### config.mk
export PLATFORM = sky130hd
export DESIGN_NAME = burst_addr_seq
export DESIGN_NICKNAME = d
export VERILOG_FILES = /design/src/rtl/burst_seq_pkg.sv /design/src/rtl/burst_seq_ctrl.sv /design/src/rtl/burst_beat_cnt.sv /design/src/rtl/burst_order_map.sv /design/src/rtl/burst_addr_seq.sv
export SDC_FILE = /design/constraint.sdc
export NUM_CORES = 1
export LEC_CHECK = 0
export CAP_MARGIN = 20
export CORE_AREA = 2 2 54 51
export CTS_BUF_LIST = sky130_fd_sc_hd__clkbuf_16
export CTS_CLUSTER_DIAMETER = 40
export DETAILED_ROUTE_END_ITERATION = 10
export DIE_AREA = 0 0 56 53
export PLACE_DENSITY_LB_ADDON = 0.15
export SLEW_MARGIN = 40
export SYNTH_ARGS = -nofsm -noshare
export SYNTH_HDL_FRONTEND = slang
export SYNTH_SLANG_ARGS = --single-unit
### constraint.sdc
create_clock -name clk_i -period 2.1 [get_ports clk_i]
set_clock_uncertainty 0.2 [all_clocks]
set_input_delay 0.42 -clock clk_i [delete_from_list [all_inputs] [get_ports clk_i]]
set_output_delay 0.42 -clock clk_i [all_outputs]
set_load 0.02 [all_outputs]
### src/rtl/burst_seq_pkg.sv
package burst_seq_pkg;

    typedef enum logic {
        ORDER_LINEAR      = 1'b0,
        ORDER_INTERLEAVED = 1'b1
    } order_e;

    typedef enum logic {
        S_IDLE  = 1'b0,
        S_BURST = 1'b1
    } seq_state_e;

endpackage

### src/rtl/burst_seq_ctrl.sv
module burst_seq_ctrl
    import burst_seq_pkg::*;
(
    input  logic       clk_i,
    input  logic       rst_ni,
    input  logic       load_i,
    input  logic       adv_i,
    output logic       capture_o,
    output logic       step_o,
    output seq_state_e state_o
);

    seq_state_e state_q, state_d;

    // state register
    always_ff @(posedge clk_i or negedge rst_ni) begin
        if (!rst_ni) begin
            state_q <= S_IDLE;
        end else begin
            state_q <= state_d;
        end
    end

    // next state and command outputs
    always_comb begin
        state_d   = state_q;
        capture_o = 1'b0;
        step_o    = 1'b0;
        unique case (state_q)
            S_IDLE: begin
                if (load_i) begin
                    capture_o = 1'b1;
                    state_d   = S_BURST;
                end
            end
            S_BURST: begin
                if (load_i) begin
                    capture_o = 1'b1;
                end else if (adv_i) begin
                    step_o = 1'b1;
                end
            end
            default: state_d = S_IDLE;
        endcase
    end

    assign state_o = state_q;

endmodule

### src/rtl/burst_beat_cnt.sv
module burst_beat_cnt #(
    parameter int CNT_W = 2
) (
    input  logic             clk_i,
    input  logic             rst_ni,
    input  logic             clear_i,
    input  logic             step_i,
    output logic [CNT_W-1:0] beat_o
);

    logic [CNT_W-1:0] beat_q;

    always_ff @(posedge clk_i or negedge rst_ni) begin
        if (!rst_ni) begin
            beat_q <= '0;
        end else if (clear_i) begin
            beat_q <= '0;
        end else if (step_i) begin
            beat_q <= beat_q + CNT_W'(1);
        end
    end

    assign beat_o = beat_q;

endmodule

### src/rtl/burst_order_map.sv
module burst_order_map
    import burst_seq_pkg::*;
#(
    parameter int CNT_W = 2
) (
    input  order_e           order_i,
    input  logic [CNT_W-1:0] base_i,
    input  logic [CNT_W-1:0] beat_i,
    output logic [CNT_W-1:0] offs_o
);

    logic [CNT_W-1:0] lin_w;
    logic [CNT_W-1:0] ilv_w;

    for (genvar b = 0; b < CNT_W; b++) begin : g_ilv
        assign ilv_w[b] = base_i[b] ^ beat_i[b];
    end

    assign lin_w = base_i + beat_i;

    always_comb begin
        unique case (order_i)
            ORDER_INTERLEAVED: offs_o = ilv_w;
            ORDER_LINEAR:      offs_o = lin_w;
            default:           offs_o = lin_w;
        endcase
    end

endmodule

### src/rtl/burst_addr_seq.sv
module burst_addr_seq
    import burst_seq_pkg::*;
#(
    parameter int ADDR_W = 19,
    parameter int CNT_W  = 2
) (
    input  logic              clk_i,
    input  logic              rst_ni,
    input  logic              load_i,
    input  logic              adv_i,
    input  logic              mode_i,
    input  logic [ADDR_W-1:0] start_addr_i,
    output logic [ADDR_W-1:0] burst_addr_o
);

    localparam int UP_W = ADDR_W - CNT_W;

    logic              capture_w;
    logic              step_w;
    seq_state_e        state_w;
    logic [CNT_W-1:0]  beat_w;
    logic [CNT_W-1:0]  offs_w;
    logic [UP_W-1:0]   upper_q;
    logic [CNT_W-1:0]  base_q;
    order_e            mode_q;
    logic              busy_w;

    burst_seq_ctrl u_ctrl (
        .clk_i     (clk_i),
        .rst_ni    (rst_ni),
        .load_i    (load_i),
        .adv_i     (adv_i),
        .capture_o (capture_w),
        .step_o    (step_w),
        .state_o   (state_w)
    );

    burst_beat_cnt #(.CNT_W(CNT_W)) u_cnt (
        .clk_i   (clk_i),
        .rst_ni  (rst_ni),
        .clear_i (capture_w),
        .step_i  (step_w),
        .beat_o  (beat_w)
    );

    // start address and order captured at burst start
    always_ff @(posedge clk_i or negedge rst_ni) begin
        if (!rst_ni) begin
            upper_q <= '0;
            base_q  <= '0;
            mode_q  <= ORDER_LINEAR;
        end else if (capture_w) begin
            upper_q <= start_addr_i[ADDR_W-1:CNT_W];
            base_q  <= start_addr_i[CNT_W-1:0];
            mode_q  <= order_e'(mode_i);
        end
    end

    burst_order_map #(.CNT_W(CNT_W)) u_map (
        .order_i (mode_q),
        .base_i  (base_q),
        .beat_i  (beat_w),
        .offs_o  (offs_w)
    );

    assign busy_w       = (state_w == S_BURST);
    assign burst_addr_o = {upper_q, offs_w};

endmodule

==> run summary <==
The run finished with clean final reports. The total grt overflow is 0. The post-synthesis instance total is 58. The initial antenna violation count is 0.

The total count of hold-check failures in the final report came to 0. The commonest cells after synthesis are sky130_fd_sc_hd__dfrtp_1, sky130_fd_sc_hd__mux2_4, sky130_fd_sc_hd__mux2_2. The Yosys warning count came out at 0.

The clock share of power is about a third. The count of input and output buffers is 42. Buffers added to address setup during post-CTS repair amount to 0.

The number of vias in the routed layout is between 600 and 700. Along the worst path, the maximum fanout reaches 4. The remaining routing DRC violations came out at 0. The combined buffer and inverter count along the critical path is 1. The total wirelength of the detailed-routed design is 1790 µm. In this run the tightest slew margin relative to its limit is between 80% and 90%. For the pin with the worst max-slew slack, the measured transition is just under 0.3 ns.

In the post-synthesis netlist, the biggest area contributors are sky130_fd_sc_hd__dfrtp_1, sky130_fd_sc_hd__mux2_4, sky130_fd_sc_hd__mux2_2. Data on the critical path is required at its endpoint by 1.48 ns. Data arrives at the worst endpoint at between 1 and 1.5 ns. For this run, asynchronously set or reset flops after synthesis account for 100%. The most used flip-flop cell after synthesis is sky130_fd_sc_hd__dfrtp_1. The share of the synthesized area in the top cell type came out at about 58%. The area growth from synthesis to layout came out at 51.4%. The final weighted congestion of routability-driven global placement is between 0.6 and 0.7. The number of different library cells used by synthesis comes to 14. For this run, the slowest stage of the critical path takes about 0.4 ns. The cell area after placement came out at 1440 µm². The post-CTS clock slew at the launch and capture registers of the worst setup and hold paths is about 0.060 ns. The power share of the sequential group came out at a little over two fifths. The floorplan die width came out at between 50 and 60 µm. The internal power component came out at 904 µW. The total power per unit cell area is about 780 nW/µm².

The die outline area is between 2000 and 3000 µm². The launching element type of the critical path is a flip-flop. The fraction of final layout cells with drive strength greater than 1 is between 20% and 30%. The first global-routing pass estimated about 3000 µm of wire.

The largest area contributor in the synthesized netlist is sky130_fd_sc_hd__dfrtp_1. The number of setup violations in the final report is 0. In this run the power spent charging and discharging nets is between 200 and 300 µW.

The share of total power in combinational logic came out at 23.3%. The number of CTS-inserted buffers came out at 3. The placed cell count is roughly 130. The critical path in this run is classified as reg2out. The switching fraction of total power came out at 23.1%. Entering global routing, the biggest net connects 25 pins. Yosys mapped a number of flops with a built-in enable equal to 0. By instance count, the leading cell after synthesis is sky130_fd_sc_hd__dfrtp_1. The core area is 2380 µm². The final critical path time including I/O delays and setup is about 1.9 ns. The leakage power is between 0.6 and 0.7 nW.

For this run, the post-layout net count is approximately 130. The number of pins with negative max-slew slack in the final report came out at 0. The highest attainable clock frequency came out at between 500 and 600 MHz. STA classifies the critical path endpoint as an output pin. The final critical path takes up between 90% and 100% of the cycle.

Summed over all failing endpoints, the final setup total negative slack is 0 ns. The slowest stage cell on the critical path is sky130_fd_sc_hd__dfrtp_1. The number of nets produced by synthesis came out at between 80 and 90. The number of standard cells in the layout, taps in and fillers out is 131.

The maximum count of clock buffers along a single path is 2. The final antenna diode count came out at 0. Using the TritonRoute via totals, the vias-per-cell ratio works out to around 4.7.

The number of routed nets with antenna violations came out at 0. For this block, the initial DRC count from the detailed router was 7. Across every metal layer, demand over resource in global routing totals about an eighth. The number of global-route vias before repair came out at 665. The estimated wirelength of the detail-placed design came out at 1290 µm. The family of cells with the greatest summed delay on the critical path is flip-flops. In the final routed layout, each cell accounts on average for 13.7 µm. The average cell area after synthesis came out at ~17 µm².

The finished cells cover 1510 µm². In this run the clock root is driven by a sky130_fd_sc_hd__clkbuf_16. Traced cell by cell, the critical path runs through ha_1 > nor2b_1 > xnor2_1 > clkbuf_2. The sequential element share of the synthesized area is ~58%. TritonCTS built the clock tree. The post-route worst hold slack came out at slightly above 0.3 ns. The placement row count is 17. The number of H-tree levels is 1. The largest vdd supply drop is 0.000507 V. For this configuration, the core starts out at a cell density of 41.9%. The I/O pin count is 43. Setup repair after global routing left no endpoint under its margin. Summing every instance area after synthesis gives about 1000 µm².

The path class of the tightest hold or removal check is reg2reg. The clock latency at the later pin of the worst-skew pair is about 0.25 ns. The number of iterations in the first detailed-routing pass came out at 4.

Across the run, the number of max-cap violations was 0. The number of clock sinks seen by CTS came out at 23. The vertical die dimension came out at roughly 53 µm.

In this run, synthesis produced a sequential element count of 23.
==> layer usage <==
layer / vias up / global-route usage [%] / part of all wire [%]
met2: 25 / 22.7 / 49
met3: 2 / 3.91 / 6.6
met4: 0 / 4.76 / 0.78
li1: 287 / - / -
met5: - / 0 / 0
met1: 299 / 16.0 / 43
==> registers in the layout (all words and copies together), names as in the netlist <==
signal	flops
u_ctrl.state_o	1
base_q	2
upper_q	17
u_cnt.beat_o	2
mode_q	1
==> worst register-to-register path, stage by stage, from the launching register on <==
cell	delay, ns
sky130_fd_sc_hd__dfrtp_1	0.40
sky130_fd_sc_hd__nand3_1	0.10
sky130_fd_sc_hd__mux2_2	0.33
==> power by group through the flow <==
| stage | registers, mW | clock network [mW] | logic [mW] |
|---|---|---|---|
| floorplan | 0.555 | 0 | 0.103 |
| global placement | 0.513 | 0 | 0.280 |
| detailed placement | 0.515 | 0 | 0.283 |
| CTS | 0.508 | 0.408 | 0.279 |
| global route | 0.513 | 0.426 | 0.291 |
| finish | 0.507 | 0.393 | 0.273 |
==> area by class of cell <==
cell class	instances	area (µm²)
fillers	211	871
flip-flops and latches	23	576
repair buffers	44	442
multi-input cells	32	380
clock buffers	3	75.1
well taps	28	35.0
clock inverters	1	3.75
==> kinds of logic after synthesis <==
group	after synthesis	synth area share, %
AOI/OAI and AO/OA	2	1.50
xor gates and xnor gates	2	1.75
adders and majority gates	1	1.25
buffers and inverters	3	4.26
DFF	23	57.6
muxes	21	30.1
and+or+nand+nor	6	3.51
==> worst paths after layout <==
check | slack (ns) | to | depth (start not counted) | start
worst max-delay path | 0.19 | burst_addr_o[1] | 4 | u_cnt.beat_o[0]
worst min-delay path | 0.31 | upper_q[11] | 1 | upper_q[11]
worst max register to register | 0.95 | u_cnt.beat_o[1] | 2 | u_ctrl.state_o
worst min register to register | 0.31 | upper_q[11] | 1 | upper_q[11]
max in group asynchronous | 1.14 | upper_q[9] | 2 | rst_ni
min in group asynchronous | 0.33 | upper_q[5] | 2 | rst_ni
==> repair_timing <==
item | CTS | global route
resized for setup | 2 | 3
hold buffers | 0 | 0
endpoints found under the setup margin | 2 | 1
pin swaps | 0 | 0
==> through the flow <==
| stage | power, mW | worst slack [ns] | util (%) |
|---|---|---|---|
| detailed placement | 0.798 | 0.0204 | 60.4 |
| floorplan | 0.657 | 0.418 | - |
| global placement | 0.793 | 0.0356 | 60.4 |
| CTS | 1.19 | 0.0231 | 63.6 |
| global route | 1.23 | 0.0973 | 63.4 |
| finish | 1.17 | 0.187 | 63.4 |
==> cells in the final DEF, fill, tap and decap left out <==
cell,netlist,routed
sky130_fd_sc_hd__a21bo_2,1,1
sky130_fd_sc_hd__a21oi_1,1,1
sky130_fd_sc_hd__buf_12,1,1
sky130_fd_sc_hd__buf_4,0,1
sky130_fd_sc_hd__clkbuf_16,0,3
sky130_fd_sc_hd__clkbuf_2,0,1
sky130_fd_sc_hd__clkdlybuf4s50_1,0,40
sky130_fd_sc_hd__dfrtp_1,23,23
sky130_fd_sc_hd__dlygate4sd2_1,0,1
sky130_fd_sc_hd__ha_1,1,1
sky130_fd_sc_hd__inv_1,0,1
sky130_fd_sc_hd__mux2_2,4,4
sky130_fd_sc_hd__mux2_4,17,17
sky130_fd_sc_hd__nand3_1,1,1
sky130_fd_sc_hd__nand3b_1,1,1
sky130_fd_sc_hd__nor2_1,1,1
sky130_fd_sc_hd__nor2b_1,2,2
sky130_fd_sc_hd__or2_2,1,1
sky130_fd_sc_hd__xnor2_1,2,2
No activity file was read; power rests on OpenSTA's default activity.
